<file path="src/rtl/baud_pkg.sv">
package baud_pkg;
    localparam int DATA_W = 8;
    localparam int ADDR_W = 3;
    localparam int DIV_W  = 16;
    localparam int IE_W   = 4;
    localparam int NBYTES = DIV_W / DATA_W;

    localparam logic [ADDR_W-1:0] OFF_DIV_LO = 3'd0;
    localparam logic [ADDR_W-1:0] OFF_DIV_HI = 3'd4;

    localparam logic [DIV_W-1:0] DIV_RESET = 16'h0001;

    typedef struct packed {
        logic [DIV_W-1:0]  div;
        logic [IE_W-1:0]   ie;
        logic [DATA_W-1:0] rdata;
    } regs_t;
endpackage

</file>
<file path="src/rtl/baud_regbank.sv">
module baud_regbank
    import baud_pkg::*;
(
    input  logic              clk,
    input  logic              rst_n,
    input  logic              dlab_sel,
    input  logic [ADDR_W-1:0] bus_addr,
    input  logic              bus_we,
    input  logic [DATA_W-1:0] bus_wdata,
    output logic [DATA_W-1:0] bus_rdata,
    output logic [DIV_W-1:0]  div_val,
    output logic [IE_W-1:0]   ie_val
);
    regs_t regs_d, regs_q;

    logic [NBYTES-1:0]       byte_hit;
    logic [DATA_W-1:0]       byte_rd [NBYTES];

    // Byte g of the divisor sits at offset 4*g, visible only when banked in.
    for (genvar g = 0; g < NBYTES; g++) begin : g_byte
        assign byte_hit[g] = dlab_sel && (bus_addr == ADDR_W'(4 * g));
        assign byte_rd[g]  = regs_q.div[g*DATA_W +: DATA_W];
    end

    always_comb begin
        regs_d       = regs_q;
        regs_d.rdata = '0;
        for (int b = 0; b < NBYTES; b++) begin
            if (byte_hit[b]) begin
                regs_d.rdata = byte_rd[b];
                if (bus_we) regs_d.div[b*DATA_W +: DATA_W] = bus_wdata;
            end
        end
        if (!dlab_sel && bus_addr == OFF_DIV_HI) begin
            regs_d.rdata = {{(DATA_W-IE_W){1'b0}}, regs_q.ie};
            if (bus_we) regs_d.ie = bus_wdata[IE_W-1:0];
        end
    end

    always_ff @(posedge clk) begin
        if (!rst_n) begin
            regs_q.div   <= DIV_RESET;
            regs_q.ie    <= '0;
            regs_q.rdata <= '0;
        end else begin
            regs_q <= regs_d;
        end
    end

    assign bus_rdata = regs_q.rdata;
    assign div_val   = regs_q.div;
    assign ie_val    = regs_q.ie;


    ie_bank_chk: assert property (@(posedge clk) disable iff (!rst_n)
        (bus_we && dlab_sel) |=> $stable(ie_val));

    div_bank_chk: assert property (@(posedge clk) disable iff (!rst_n)
        (bus_we && !dlab_sel) |=> $stable(div_val));
endmodule

</file>
<file path="src/rtl/baud_divider.sv">
module baud_divider
    import baud_pkg::*;
(
    input  logic             clk,
    input  logic             rst_n,
    input  logic [DIV_W-1:0] div_val,
    output logic             os_tick
);
    typedef struct packed {
        logic [DIV_W-1:0] cnt;
    } div_state_t;

    div_state_t st_d, st_q;
    logic [DIV_W-1:0] reload;
    logic             expire;

    assign reload = (div_val == '0) ? DIV_W'(1) : div_val;
    assign expire = (st_q.cnt == DIV_W'(1));

    always_comb begin
        st_d = st_q;
        if (expire) st_d.cnt = reload;
        else        st_d.cnt = st_q.cnt - DIV_W'(1);
    end

    always_ff @(posedge clk) begin
        if (!rst_n) st_q.cnt <= DIV_W'(1);
        else        st_q     <= st_d;
    end

    assign os_tick = expire;


    cnt_nonzero_chk: assert property (@(posedge clk) disable iff (!rst_n)
        st_q.cnt != '0);

    no_restart_chk: assert property (@(posedge clk) disable iff (!rst_n)
        !os_tick |=> st_q.cnt == $past(st_q.cnt) - DIV_W'(1));
endmodule

</file>
<file path="src/rtl/baud_bitdiv.sv">
module baud_bitdiv #(
    parameter int OVS = 16
) (
    input  logic clk,
    input  logic rst_n,
    input  logic os_tick,
    output logic bit_tick
);
    localparam int OVS_W = (OVS > 1) ? $clog2(OVS) : 1;
    localparam logic [OVS_W-1:0] LAST = OVS_W'(OVS - 1);

    typedef struct packed {
        logic [OVS_W-1:0] cnt;
    } bd_state_t;

    bd_state_t st_d, st_q;

    always_comb begin
        st_d = st_q;
        if (os_tick) st_d.cnt = (st_q.cnt == LAST) ? '0 : st_q.cnt + OVS_W'(1);
    end

    always_ff @(posedge clk) begin
        if (!rst_n) st_q.cnt <= '0;
        else        st_q     <= st_d;
    end

    assign bit_tick = os_tick && (st_q.cnt == LAST);


    bit_needs_os_chk: assert property (@(posedge clk) disable iff (!rst_n)
        bit_tick |-> os_tick);

    bit_count_chk: assert property (@(posedge clk) disable iff (!rst_n)
        (os_tick && !bit_tick) |=> st_q.cnt == $past(st_q.cnt) + OVS_W'(1));
endmodule

</file>
<file path="src/rtl/baud_tick_gen.sv">
module baud_tick_gen
    import baud_pkg::*;
#(
    parameter int OVS = 16
) (
    input  logic              clk,
    input  logic              rst_n,
    input  logic              dlab_sel,
    input  logic [ADDR_W-1:0] bus_addr,
    input  logic              bus_we,
    input  logic [DATA_W-1:0] bus_wdata,
    output logic [DATA_W-1:0] bus_rdata,
    output logic [IE_W-1:0]   irq_en,
    output logic              os_tick,
    output logic              bit_tick
);
    logic [DIV_W-1:0] div_val;

    baud_regbank u_regs (
        .clk       (clk),
        .rst_n     (rst_n),
        .dlab_sel  (dlab_sel),
        .bus_addr  (bus_addr),
        .bus_we    (bus_we),
        .bus_wdata (bus_wdata),
        .bus_rdata (bus_rdata),
        .div_val   (div_val),
        .ie_val    (irq_en)
    );

    baud_divider u_div (
        .clk     (clk),
        .rst_n   (rst_n),
        .div_val (div_val),
        .os_tick (os_tick)
    );

    baud_bitdiv #(.OVS(OVS)) u_bit (
        .clk      (clk),
        .rst_n    (rst_n),
        .os_tick  (os_tick),
        .bit_tick (bit_tick)
    );
endmodule

</file>
<file path="config.mk">
export PLATFORM = sky130hd
export DESIGN_NAME = baud_tick_gen
export DESIGN_NICKNAME = d
export VERILOG_FILES = /design/src/rtl/baud_pkg.sv /design/src/rtl/baud_regbank.sv /design/src/rtl/baud_divider.sv /design/src/rtl/baud_bitdiv.sv /design/src/rtl/baud_tick_gen.sv
export SDC_FILE = /design/constraint.sdc
export NUM_CORES = 1
export LEC_CHECK = 0
export ABC_AREA = 1
export ABC_CLOCK_PERIOD_IN_PS = 2100
export BUFFER_PORTS_ARGS = -buffer_cell sky130_fd_sc_hd__buf_4
export CAP_MARGIN = 20
export CORE_ASPECT_RATIO = 1.5
export CORE_MARGIN = 2
export CORE_UTILIZATION = 55
export DETAILED_ROUTE_END_ITERATION = 10
export PLACE_DENSITY = 0.88
export RECOVER_POWER = 100
export SYNTH_ARGS = -nofsm -noshare
export SYNTH_HDL_FRONTEND = slang
export SYNTH_HIERARCHICAL = 1
export SYNTH_SLANG_ARGS = --single-unit
</file>
<file path="constraint.sdc">
create_clock -name clk -period 2.1 [get_ports clk]
set_clock_uncertainty 0.1 [all_clocks]
set_input_delay 0.21 -clock clk [delete_from_list [all_inputs] [get_ports clk]]
set_output_delay 0.21 -clock clk [all_outputs]
set_load 0.01 [all_outputs]
</file>
## After elaboration in Yosys (flattened, before gate mapping)

Index checks and enable logic that the tools add are counted.

- Add/sub/neg operators: 2
- Eq/ne operators: 3
- Muxes and demuxes: 6
- Bitwise logic cells: 1
- Reduce and logical (&&, ||, !) cells: 11

Operators with widths:

| operator | count |
|---|---|
| $mux W16 | 2 |
| $eq A16 B1 Y1 const B | 1 |
| $logic_not A16 Y1 | 1 |
| $mux W8 | 2 |
| $sub A16 B1 Y16 const B | 1 |
| $mux W4 | 2 |
| $reduce_and A2 Y1 | 3 |
| $add A4 B1 Y4 const B | 1 |
| $eq A4 B4 Y1 const B | 1 |
| $logic_and A1 B1 Y1 | 4 |
| $eq A3 B3 Y1 const B | 1 |
| $logic_not A3 Y1 | 1 |
| $reduce_or A2 Y1 | 1 |
| $logic_not A1 Y1 | 1 |
| $not A1 Y1 | 1 |

- Flip-flop bits (word level): 48
- Input bits: 15
- Output and inout port bits: 14
- Logic and storage cells: 30

## Logic depth before layout (Yosys ltp)

Gate-level depths: netlist of run 1.

- Word-level depth: 5
- Gate-level depth with buffers: 14
- Gate-level depth less buffers: 13

## Modules after synthesis

Netlist of run 1, hierarchy kept.

By module, submodules not included:

| module | instances | cells an instance | area each (sq um) | sequential area each (sq um) |
|---|---|---|---|---|
| baud_regbank | 1 | 168 | 1236.2 | 560.5 |
| baud_divider | 1 | 207 | 1176.1 | 320.3 |
| baud_bitdiv | 1 | 27 | 227.7 | 80.1 |

## Worst setup path after synthesis of run 1

OpenSTA, ideal clock, no wires.

- Path kind: flip-flop to flip-flop
- Start point: register u_div/st_q[1] (netlist bit)
- End point: register u_bit/st_q[3] (netlist bit)
- Library setup time: 0.119 ns
- Arrival: 1.570 ns
- Required time: 1.881 ns
- Path slack: 0.311 ns
- Stages on the path, launching flop included: 15
- Path buffers: 1
- Clock period less this slack: 1.789 ns
- Cells stage by stage: dfxtp_1 inv_1 ha_1 inv_1 nor2_1 nand2_2 nor2_4 nand2_4 inv_1 buf_6 nand2_2 nor2_4 nor2_2 nand2_1 nor2_2

- Longest elaborated chain between the ends: 1

RTL lines:

| what | RTL line | source |
|---|---|---|
| start: declaration | baud_divider.sv:13 | `div_state_t st_d, st_q;` |
| start signal: assignment | baud_divider.sv:28 | `else st_q <= st_d;` |
| $eq A16 B1 Y1 | baud_divider.sv:18 | `assign expire = (st_q.cnt == DIV_W'(1));` |
| named net os_tick | baud_tick_gen.sv:14 | `output logic os_tick,` |
| end signal: assignment | baud_bitdiv.sv:25 | `else st_q <= st_d;` |
| end: declaration | baud_bitdiv.sv:16 | `bd_state_t st_d, st_q;` |

The timed path passes the listed nets, and every way through them passes these cells.
A chain may end at the register's enable or synchronous reset.

## Worst setup path after layout of run 1

- Start point: register u_div/st_q[1] (netlist bit)
- End point: output bit_tick

- Longest elaborated chain between the ends: 2

RTL lines:

| what | RTL line | source |
|---|---|---|
| $eq A16 B1 Y1 | baud_divider.sv:18 |  |
| $logic_and A1 B1 Y1 | baud_bitdiv.sv:28 | `assign bit_tick = os_tick && (st_q.cnt == LAST);` |
| end: declaration | baud_tick_gen.sv:15 | `output logic bit_tick` |

No other way between the ends.

==> out/results.ini, run 1 <==
[placed_design]
place.detailed.hpwl_um=4560
io_buffers=28
gp_congestion=0.962
post-place-cells=487
place_ws_ps=283

[yosys]
synth_mux_area_share_pct=0
netlist_instances=402
synth_xor_area_share_pct=0.995
synth_compound_area_share_pct=7.82
yosysTopAreaCell=dfxtp_1
ys_seq_area_share_pct=36.4
ys_ff_latch=48
synthDistinctLibCells=31
synth_top_family_by_area=simple AND/OR/NAND/NOR gates
synth_nets=420
yosys.area_share.simple_pct=42.3
synthAdderAreaFrac_pct=1.42
netlist.area_leader.share_pct=36.4
yosys_warnings=6
netlist_area_mm2=0.00264
syn_avg_cell_area_um2=6.57
yosys-top-cells-area=dfxtp_1 36%, nand2_1 15%, nor2_1 11%

[pwr]
total_power_w=0.00374
vdd_drop_max_v=0.000625
power.density_mw_per_mm2=1280
p_leak_nw=1.44

[timing]
maxSlewHeadroom_pct=55.9
period_minus_slack_ps=2000
fin_ws_ps=95.1
timing.final.crit_share_pct=95.5
whs_ps=44.6
finalMaxSlewViolations=0
hold_viol_final=0
tightest_slew_ps=660
setup_viol=0
fmax_mhz=499

[floorplan]
num_io_pins=29
initial_core_util_pct=57.7
die_height_um=88.9
die_area_mm2=0.00538
coreArea_mm2=0.00458
rows=30
die_w_um=60.6

[worst_setup_path]
worst_ep_arrival_time_ps=1690
path_max_fanout=5
crit_path_top_delay_cell=dfxtp_2
slowest_delay_ps=340
required_ps=1790
crit_family=simple AND/OR/NAND/NOR gates
startpoint_type=flop
cp_num_buf_inv=4
path_class=flop to output port
endpoint_kind=output port
path_cells=inv_2 > ha_2 > inv_1 > nor2_2 > nand2_2 > nor2_4 > nand2_4 > inv_4 > nand2_2 > nor2_4 > buf_6

[route]
drtPass1Iterations=5
first_iter_violations=99
via_count=2588
drc=0
post_drt_wl_per_cell_um=12.4
ant_nets=0
viasPerCell=5.20
wirelength_um=6190

[finish]
fin_nets=451
areaGrowthSynthToFinish_pct=10.8
drive_gt1_share_pct=12.4
stdcell_count=498
num_antenna_cells=0

[clock_tree]
cts_tree=built
ctsHoldBuffers=0
clk_pin_slew_worst_paths_ps=90
cts_buffers=5
clk_latency_ps=300
cts_root_buf=clkbuf_8
clockBufferDepth=2
clock_sinks=48
h-tree-depth=2

[grt]
grt-ovfl-total=0
track_usage_pct=24.9
antenna_found_initial=0
grt_pass1_wl_um=10200
grt_start_max_net_pins=42
grt_pass1_vias=2446

[outcome]
status=completed

[run]
max-cap-violations=0

[hold_path]
hp-class=primary input to flop

==> flip-flops by register name (all words and copies together), names as in the netlist <==
signal            count
u_bit/st_q            4
u_div/st_q           16
u_regs/bus_rdata      8
u_regs/div_val       16
u_regs/ie_val         4
==> cell usage after synthesis <==
cell type,count
nand4_2,1
o21bai_1,1
inv_1,53
buf_6,5
a21boi_0,3
nand3_2,1
xor2_1,1
a21oi_1,11
nor3_1,2
nor3_2,1
inv_2,1
o21ai_1,7
buf_2,2
a21boi_1,5
xnor2_1,2
and2_1,1
nand4_1,8
nand3_1,35
nor2_1,76
o21ai_2,1
dfxtp_1,48
nand2_4,2
nand2_1,104
ha_1,3
nor2_2,6
o21ai_0,8
nand4_4,1
buf_4,2
nand2_2,3
nor2_4,6
clkbuf_1,2
==> path summary, 6_finish.rpt <==
| check | startpoint | depth (start not counted) | endpoint | slack, ps |
|---|---|---|---|---|
| max | u_div/st_q[1] | 11 | bit_tick | 100 |
| min | bus_wdata[7] | 3 | u_regs/div_val[15] | 40 |
| max reg2reg | u_div/st_q[1] | 12 | u_bit/st_q[3] | 330 |
| min reg2reg | u_regs/div_val[15] | 2 | u_regs/bus_rdata[7] | 410 |
==> metrics by stage <==
stage               util, %  setup TNS, ps  instance area [um^2]
finish                 63.9              0                  2920
global route           63.9          -3.50                  2920
CTS                    64.8              0                  2970
detailed placement     62.7              0                  2870
global placement       62.7              0                  2870
floorplan                 -              0                  2640
==> worst register-to-register path: stages, from the launching register on <==
cell and delay, ps:
dfxtp_2 340, inv_2 50, ha_2 160, inv_1 50, nor2_2 120, nand2_2 70, nor2_4 170, nand2_4 70
inv_4 60, buf_4 120, nand2_4 50, nor3_1 230, nor2_2 60
==> repair_timing <==
item	in CTS	in global routing
hold endpoints to repair	0	0
gates resized for setup	1	6
setup endpoints to repair	2	2
buffers inserted	0	3
pin swaps	0	3
==> report_power, final <==
group          internal (W)  switching (W)
registers           0.00107       0.000173
clock network      0.000267       0.000314
logic              0.000695        0.00122
total               0.00204        0.00171
==> per-layer routing <==
layer	vias up	routed length, um	global-route usage [%]
li1	1311	-	-
met1	1151	2290	25.2
met2	89	3220	44.0
met3	37	298	5.12
met4	0	381	17.6
met5	-	0	0
==> final cells by class <==
cell class / instances / area, um^2
Clock buffer: 6 / 82.6
Clock inverter: 2 / 15.0
Fill cell: 436 / 1660
Inverter: 54 / 205
Multi-Input combinational cell: 289 / 1360
Sequential cell: 48 / 962
Tap cell: 64 / 80.1
Timing Repair Buffer: 35 / 218
==> cell families (layout without fill, tap and decap cells) <==
group           after synthesis  in the layout
compound gates               36             36
buf+inv                      65             97
fa+ha+maj                     3              3
flops                        48             48
xor+xnor                      3              3
simple gates                247            247
==> layout by cell type, fill, tap and decap left out <==
cell type,n
a21boi_0,7
a21boi_1,1
a21oi_1,11
and2_1,1
buf_4,20
buf_6,1
clkbuf_1,13
clkbuf_4,1
clkbuf_8,6
clkinvlp_4,2
dfxtp_1,47
dfxtp_2,1
ha_1,2
ha_2,1
inv_1,51
inv_2,2
inv_4,1
nand2_1,105
nand2_2,2
nand2_4,2
nand3_1,35
nand3_2,1
nand4_1,10
nor2_1,76
nor2_2,7
nor2_4,5
nor3_1,2
nor3_2,1
o21ai_0,9
o21ai_1,6
o21ai_2,1
o21bai_1,1
xnor2_1,2
xor2_1,1
Note: power is estimated with default switching activity, not from simulation.
==> run 2, diff against run 1 <==
--- a/config.mk
+++ b/config.mk
@@ -5,7 +5,6 @@
 export SDC_FILE = /design/constraint.sdc
 export NUM_CORES = 1
 export LEC_CHECK = 0
-export ABC_AREA = 1
 export ABC_CLOCK_PERIOD_IN_PS = 2100
 export BUFFER_PORTS_ARGS = -buffer_cell sky130_fd_sc_hd__buf_4
 export CAP_MARGIN = 20
==> run 2 against run 1 <==
Compared with the run above: synthesized cell count down 41%; clock-buffer cell count increased by 1; sequential share of layout area increased by 4.1 points; global-route usage fell by 1.8 points; die area decreased by 12%; hold slack improved by 43 ps; non-clock buffer count fell by 1; design area decreased by 11%; final cell count decreased by 37%; routed wire length fell by 16%; combinational power fell by 19%; area after synthesis down 13%.
==> out/results.ini, run 2 <==
[worst_setup_path]
crit_family=simple AND/OR/NAND/NOR gates  ; unchanged
slowest_delay_ps=370  ; was 340 ps
path_cells=nor3_1 > nand2_1 > nor2_4 > and4_2 > buf_4  ; was inv_2 > ha_2 > inv_1 > nor2_2 > nand2_2 > nor2_4 > nand2_4 > inv_4 > nand2_2 > nor2_4 > buf_6
cp_num_buf_inv=1  ; was 4
required_ps=1790  ; about the same
startpoint_type=flop  ; unchanged
endpoint_kind=output port  ; unchanged
worst_ep_arrival_time_ps=1730  ; was 1690 ps
path_max_fanout=6  ; was 5
path_class=flop to output port  ; unchanged
crit_path_top_delay_cell=dfxtp_1  ; was dfxtp_2

[timing]
timing.final.crit_share_pct=96.9  ; was 95.5%
whs_ps=87.3  ; was 44.6 ps
finalMaxSlewViolations=0  ; unchanged
maxSlewHeadroom_pct=42.9  ; was 55.9%
fin_ws_ps=64.3  ; was 95.1 ps
tightest_slew_ps=856  ; was 660 ps
period_minus_slack_ps=2040  ; was 2000 ps
setup_viol=0  ; unchanged
fmax_mhz=491  ; was 499 MHz
setup-tns-final_ps=0  ; unchanged
hold_viol_final=0  ; unchanged

[yosys]
synthDistinctLibCells=51  ; was 31
synthFlopType=dfxtp_1  ; unchanged
async_flop_share_pct=0  ; unchanged
ys_top_cells_by_count=48 x dfxtp_1, 30 x nand2_1, 26 x mux2i_1  ; was 104 x nand2_1, 76 x nor2_1, 53 x inv_1
netlist_area_mm2=0.00230  ; was 0.00264 mm^2
yosysMostFrequentCell=dfxtp_1  ; was nand2_1
netlist_instances=238  ; was 402
syn_avg_cell_area_um2=9.67  ; was 6.57 um^2
yosys_warnings=6  ; unchanged
synth_nets=256  ; was 420
yosysTopAreaCell=dfxtp_1  ; unchanged
ys_seq_area_share_pct=41.7  ; was 36.4%
netlist.area_leader.share_pct=41.7  ; was 36.4%
synth_edf_count=0  ; unchanged
yosys-top-cells-area=dfxtp_1 42%, mux2i_1 11%, nand2_1 4.9%  ; was dfxtp_1 36%, nand2_1 15%, nor2_1 11%
ys_ff_latch=48  ; unchanged

[floorplan]
die_height_um=83.2  ; was 88.9 um
die_area_mm2=0.00473  ; was 0.00538 mm^2
coreArea_mm2=0.00399  ; was 0.00458 mm^2
die_w_um=56.8  ; was 60.6 um
rows=28  ; was 30
num_io_pins=29  ; unchanged
initial_core_util_pct=57.6  ; was 57.7%

[route]
drtPass1Iterations=4  ; was 5
post_drt_wl_per_cell_um=16.5  ; was 12.4 um
viasPerCell=5.93  ; was 5.20
via_count=1863  ; was 2588
wirelength_um=5190  ; was 6190 um
ant_nets=0  ; unchanged
first_iter_violations=75  ; was 99
drc=0  ; unchanged

[grt]
grt_start_max_net_pins=48  ; was 42
antenna_found_initial=0  ; unchanged
track_usage_pct=23.2  ; was 24.9%
grt-ovfl-total=0  ; unchanged
grt_pass1_wl_um=8760  ; was 10200 um
grt_pass1_vias=1943  ; was 2446

[clock_tree]
cts_buffers=5  ; unchanged
h-tree-depth=2  ; unchanged
clk_latency_ps=300  ; about the same
cts_tree=built  ; unchanged
clockBufferDepth=2  ; unchanged
clk_pin_slew_worst_paths_ps=90  ; about the same
clock_sinks=48  ; unchanged
ctsHoldBuffers=0  ; unchanged
cts_root_buf=clkbuf_8  ; unchanged

[pwr]
combPwrFrac_pct=46.0  ; was 51.2%
p_clk_share_pct=16.7  ; was 15.5%
switchingPower_w=0.00137  ; was 0.00171 W
seq_power_share_pct=37.3  ; was 33.3%
p_leak_nw=1.04  ; was 1.44 nW
vdd_drop_max_v=0.000869  ; was 0.000625 V
p_int_w=0.00201  ; was 0.00204 W
power.density_mw_per_mm2=1300  ; was 1280 mW/mm^2
swShare_pct=40.5  ; was 45.6%

[finish]
fin_nets=286  ; was 451
final_common_cell=dfxtp_1  ; was nand2_1
final_cell_mix=47 x dfxtp_1, 30 x nand2_1, 26 x mux2i_1, 20 x buf_4, 13 x clkbuf_1  ; was 105 x nand2_1, 76 x nor2_1, 51 x inv_1, 47 x dfxtp_1, 35 x nand3_1
fillers=348  ; was 436
drive_gt1_share_pct=17.8  ; was 12.4%
num_antenna_cells=0  ; unchanged
areaGrowthSynthToFinish_pct=12.8  ; was 10.8%
final_area_mm2=0.00260  ; was 0.00292 mm^2
postLayoutCoreUtil_pct=65.0  ; was 63.9%

[placed_design]
io_buffers=28  ; unchanged
place_ws_ps=176  ; was 283 ps
place.detailed.hpwl_um=3780  ; was 4560 um
gp_congestion=0.789  ; was 0.962
placed_cell_area_mm2=0.00254  ; was 0.00287 mm^2

[hold_path]
hp-class=primary input to flop  ; unchanged

[outcome]
status=completed  ; unchanged

[run]
max-cap-violations=0  ; unchanged

## run 2: layout make-up
type,instances,area (um^2),area share [%]
clock buffers,7,86.3,3.32
clock inverters,1,7.51,0.289
inverters,3,11.3,0.434
multi-input cells,176,1270,48.7
flip-flops and latches,48,962,37.0
well taps,45,56.3,2.17
repair buffers,34,208,8.00
## run 2: logic make-up after synthesis
logic type | Yosys count | share of synthesized area, %
simple gates | 95 | 23.5
flops | 48 | 41.7
compound gates | 36 | 11.5
buf+inv | 14 | 3.80
xor+xnor | 12 | 4.57
mux | 30 | 13.3
fa+ha+maj | 3 | 1.63
## run 2: metal layers
metal  routed length (um)  GRT usage (%)  vias to the layer above
met5                    0              0                        -
met4                  160           12.1                        0
met3                  158           2.96                       20
met2                 2910           43.6                       49
met1                 1960           24.0                      874
li1                     -              -                      920
## run 2: stage by stage
| step | total power [W] | instances |
|---|---|---|
| after floorplan | 0.00229 | 238 |
| after global placement | 0.00263 | 306 |
| after detailed placement | 0.00268 | 306 |
| after CTS | 0.00329 | 314 |
| after global routing | 0.00357 | 314 |
| final | 0.00337 | 314 |
## run 2: final timing paths
check                                       from                  to  slack [ps]  cells past startpoint
worst max-delay path               u_div/st_q[2]            bit_tick          60                      5
worst min-delay path                bus_wdata[7]  u_regs/div_val[15]          90                      3
worst max register to register     u_div/st_q[3]       u_div/st_q[4]         150                      3
worst min register to register  u_regs/ie_val[3]    u_regs/ie_val[3]         390                      2
## run 2: power groups by stage
| stage | Clock (W) | Sequential, W | Combinational [W] |
|---|---|---|---|
| 6_report | 0.000563 | 0.00126 | 0.00155 |
| 5_1_grt | 0.000596 | 0.00128 | 0.00169 |
| 4_1_cts | 0.000572 | 0.00124 | 0.00147 |
| 3_5_place_dp | 0 | 0.00125 | 0.00143 |
| 3_3_place_gp | 0 | 0.00124 | 0.00139 |
| 2_1_floorplan | 0 | 0.00122 | 0.00108 |
## run 2: worst min-delay path, delay by kind of cell
family	cells	cell delay, ps
mux	1	110
buf+inv	1	70
simple gates	1	50
## run 2: timing repair
item / 4_1_cts / 5_1_grt
endpoints found under the setup margin: 1 / 1
setup buffers: 0 / 0
gates resized for setup: 3 / 5
pin swaps: 1 / 1
==> run 3, diff against run 2 <==
--- a/config.mk
+++ b/config.mk
@@ -11,7 +11,9 @@
 export CORE_ASPECT_RATIO = 1.5
 export CORE_MARGIN = 2
 export CORE_UTILIZATION = 55
+export CTS_BUF_LIST = sky130_fd_sc_hd__clkbuf_8
 export DETAILED_ROUTE_END_ITERATION = 10
+export GPL_ROUTABILITY_DRIVEN = 0
 export PLACE_DENSITY = 0.88
 export RECOVER_POWER = 100
 export SYNTH_ARGS = -nofsm -noshare
==> run 3 against run 2 <==
Compared with the run above: sequential share of layout area is the same; total power shrank 0.42%; combinational power is essentially flat; clock power shrank 1%; utilization is the same.
==> out/results.ini, run 3 (synthesis results as in run 2) <==
[outcome]
status=completed  ; unchanged

[grt]
grt-ovfl-total=0  ; unchanged
grt_pass1_wl_um=8760  ; unchanged
track_usage_pct=23.2  ; unchanged
grt_pass1_vias=1943  ; unchanged
grt_start_max_net_pins=48  ; unchanged
antenna_found_initial=0  ; unchanged

[route]
wirelength_um=5150  ; was 5190 um
first_iter_violations=75  ; unchanged
ant_nets=0  ; unchanged
post_drt_wl_per_cell_um=16.4  ; was 16.5 um
drtPass1Iterations=4  ; unchanged
viasPerCell=5.97  ; was 5.93
drc=0  ; unchanged
via_count=1874  ; was 1863

[worst_setup_path]
r2r_end=u_div/st_q[4]  ; unchanged
worst_ep_arrival_time_ps=1720  ; was 1730 ps
ff2ff_setup_slack_ps=150  ; about the same
r2r_start=u_div/st_q[3]  ; unchanged
worstSetupStartpoint=u_div/st_q[2]  ; unchanged
slowest_delay_ps=370  ; about the same
path_max_fanout=6  ; unchanged
crit_path_top_delay_cell=dfxtp_1  ; unchanged
startpoint_type=flop  ; unchanged
path_class=flop to output port  ; unchanged
reg2regPathDepth=3  ; unchanged
crit_path_end=bit_tick  ; unchanged
required_ps=1790  ; about the same
endpoint_kind=output port  ; unchanged
path_cells=nor3_1 > nand2_1 > nor2_4 > and4_2 > buf_4  ; unchanged

[timing]
maxSlewHeadroom_pct=42.9  ; about the same
fin_ws_ps=68.6  ; was 64.3 ps
tightest_slew_ps=856  ; about the same
setup_viol=0  ; unchanged
fmax_mhz=492  ; was 491 MHz
finalMaxSlewViolations=0  ; unchanged
period_minus_slack_ps=2030  ; was 2040 ps
timing.final.crit_share_pct=96.7  ; was 96.9%
hold_viol_final=0  ; unchanged
whs_ps=88.5  ; was 87.3 ps

[pwr]
p_leak_nw=1.05  ; was 1.04 nW
combPwrFrac_pct=46.0  ; about the same
seq_power_share_pct=37.5  ; was 37.3%
p_clk_share_pct=16.5  ; was 16.7%
swShare_pct=40.4  ; was 40.5%
switchingPower_w=0.00136  ; was 0.00137 W
vdd_drop_max_v=0.000868  ; was 0.000869 V
p_int_w=0.00200  ; was 0.00201 W
power.density_mw_per_mm2=1290  ; was 1300 mW/mm^2

[placed_design]
placed_cell_area_mm2=0.00254  ; unchanged
io_buffers=28  ; unchanged
place_ws_ps=176  ; unchanged
place.detailed.hpwl_um=3780  ; unchanged

[clock_tree]
h-tree-depth=2  ; unchanged
clk_pin_slew_worst_paths_ps=90  ; about the same
clk_latency_ps=300  ; about the same
clock_sinks=48  ; unchanged
cts_root_buf=clkbuf_8  ; unchanged
clockBufferDepth=2  ; unchanged
cts_tree=built  ; unchanged
cts_buffers=5  ; unchanged

[floorplan]
die_height_um=83.2  ; unchanged
num_io_pins=29  ; unchanged
coreArea_mm2=0.00399  ; unchanged
die_w_um=56.8  ; unchanged
initial_core_util_pct=57.6  ; unchanged
die_area_mm2=0.00473  ; unchanged
rows=28  ; unchanged

[run]
max-cap-violations=0  ; unchanged

[finish]
fin_nets=286  ; unchanged
final_cell_mix=47 x dfxtp_1, 30 x nand2_1, 26 x mux2i_1, 20 x buf_4  ; was 47 x dfxtp_1, 30 x nand2_1, 26 x mux2i_1, 20 x buf_4, 13 x clkbuf_1
seq_area_um2=962  ; unchanged
drive_gt1_share_pct=17.8  ; unchanged
fillers=348  ; unchanged
num_antenna_cells=0  ; unchanged
areaGrowthSynthToFinish_pct=12.8  ; unchanged
multiInputGateArea_mm2=0.00127  ; unchanged
final_common_cell=dfxtp_1  ; unchanged
final_area_mm2=0.00260  ; unchanged

[hold_path]
hp-class=primary input to flop  ; unchanged

[run 3: cell types whose count changed in the layout (fill, tap and decap cells not counted)]
cell / delta
clkbuf_1: -1
inv_1: +1
[run 3: per-layer routing]
metal	vias up	track usage (%)	part of all wire, %
met1	873	24.0	37
met2	61	43.6	56
met5	-	0	0
li1	920	-	-
met4	0	12.1	3.3
met3	20	2.96	3.4
[run 3: through the flow]
step | setup TNS [ps] | utilization (%) | power, W | cells
after floorplan | 0 | - | 0.00229 | 238
after CTS | 0 | 66.3 | 0.00329 | 314
after global routing | -5.56 | 65.0 | 0.00357 | 314
after global placement | 0 | 63.5 | 0.00263 | 306
after detailed placement | 0 | 63.5 | 0.00268 | 306
final | 0 | 65.0 | 0.00336 | 314
[run 3: power by group through the flow]
| stage | Clock (W) | Combinational (W) | Sequential [W] |
|---|---|---|---|
| floorplan | 0 | 0.00108 | 0.00122 |
| global placement | 0 | 0.00139 | 0.00124 |
| detailed placement | 0 | 0.00143 | 0.00125 |
| CTS | 0.000567 | 0.00147 | 0.00124 |
| global route | 0.000591 | 0.00169 | 0.00128 |
| finish | 0.000555 | 0.00154 | 0.00126 |
[run 3: layout make-up]
class,count,share of cell area (%)
clock buffer,6,3.18
clock inverter,2,0.434
inverter,3,0.434
multi-input combinational,176,48.7
sequential,48,37.0
tap,45,2.17
timing repair buffer,34,8.00
[run 3: worst min path at each step]
stage / startpoint / to / slack, ps / cells after the start
after global placement: u_regs/ie_val[3] / u_regs/ie_val[3] / 360 / 2
after detailed placement: u_regs/ie_val[3] / u_regs/ie_val[3] / 380 / 2
final: bus_wdata[6] / u_regs/div_val[14] / 90 / 3
after floorplan: rst_n / u_bit/st_q[2] / 230 / 1
after CTS: bus_wdata[6] / u_regs/div_val[14] / 90 / 3
after global routing: bus_wdata[0] / u_regs/div_val[0] / 100 / 3
[run 3: repair_timing]
item                                    4_1_cts  5_1_grt
pin swaps                                     1        1
buffers inserted                              0        0
gates resized for setup                       3        5
hold buffers                                  0        0
endpoints found under the setup margin        1        1
[run 3: critical path: cells and delay by family (launching register included)]
| kind | cells | cell delay, ps |
|---|---|---|
| and+or+nand+nor | 4 | 940 |
| buffers and inverters | 1 | 120 |
| DFF | 1 | 370 |
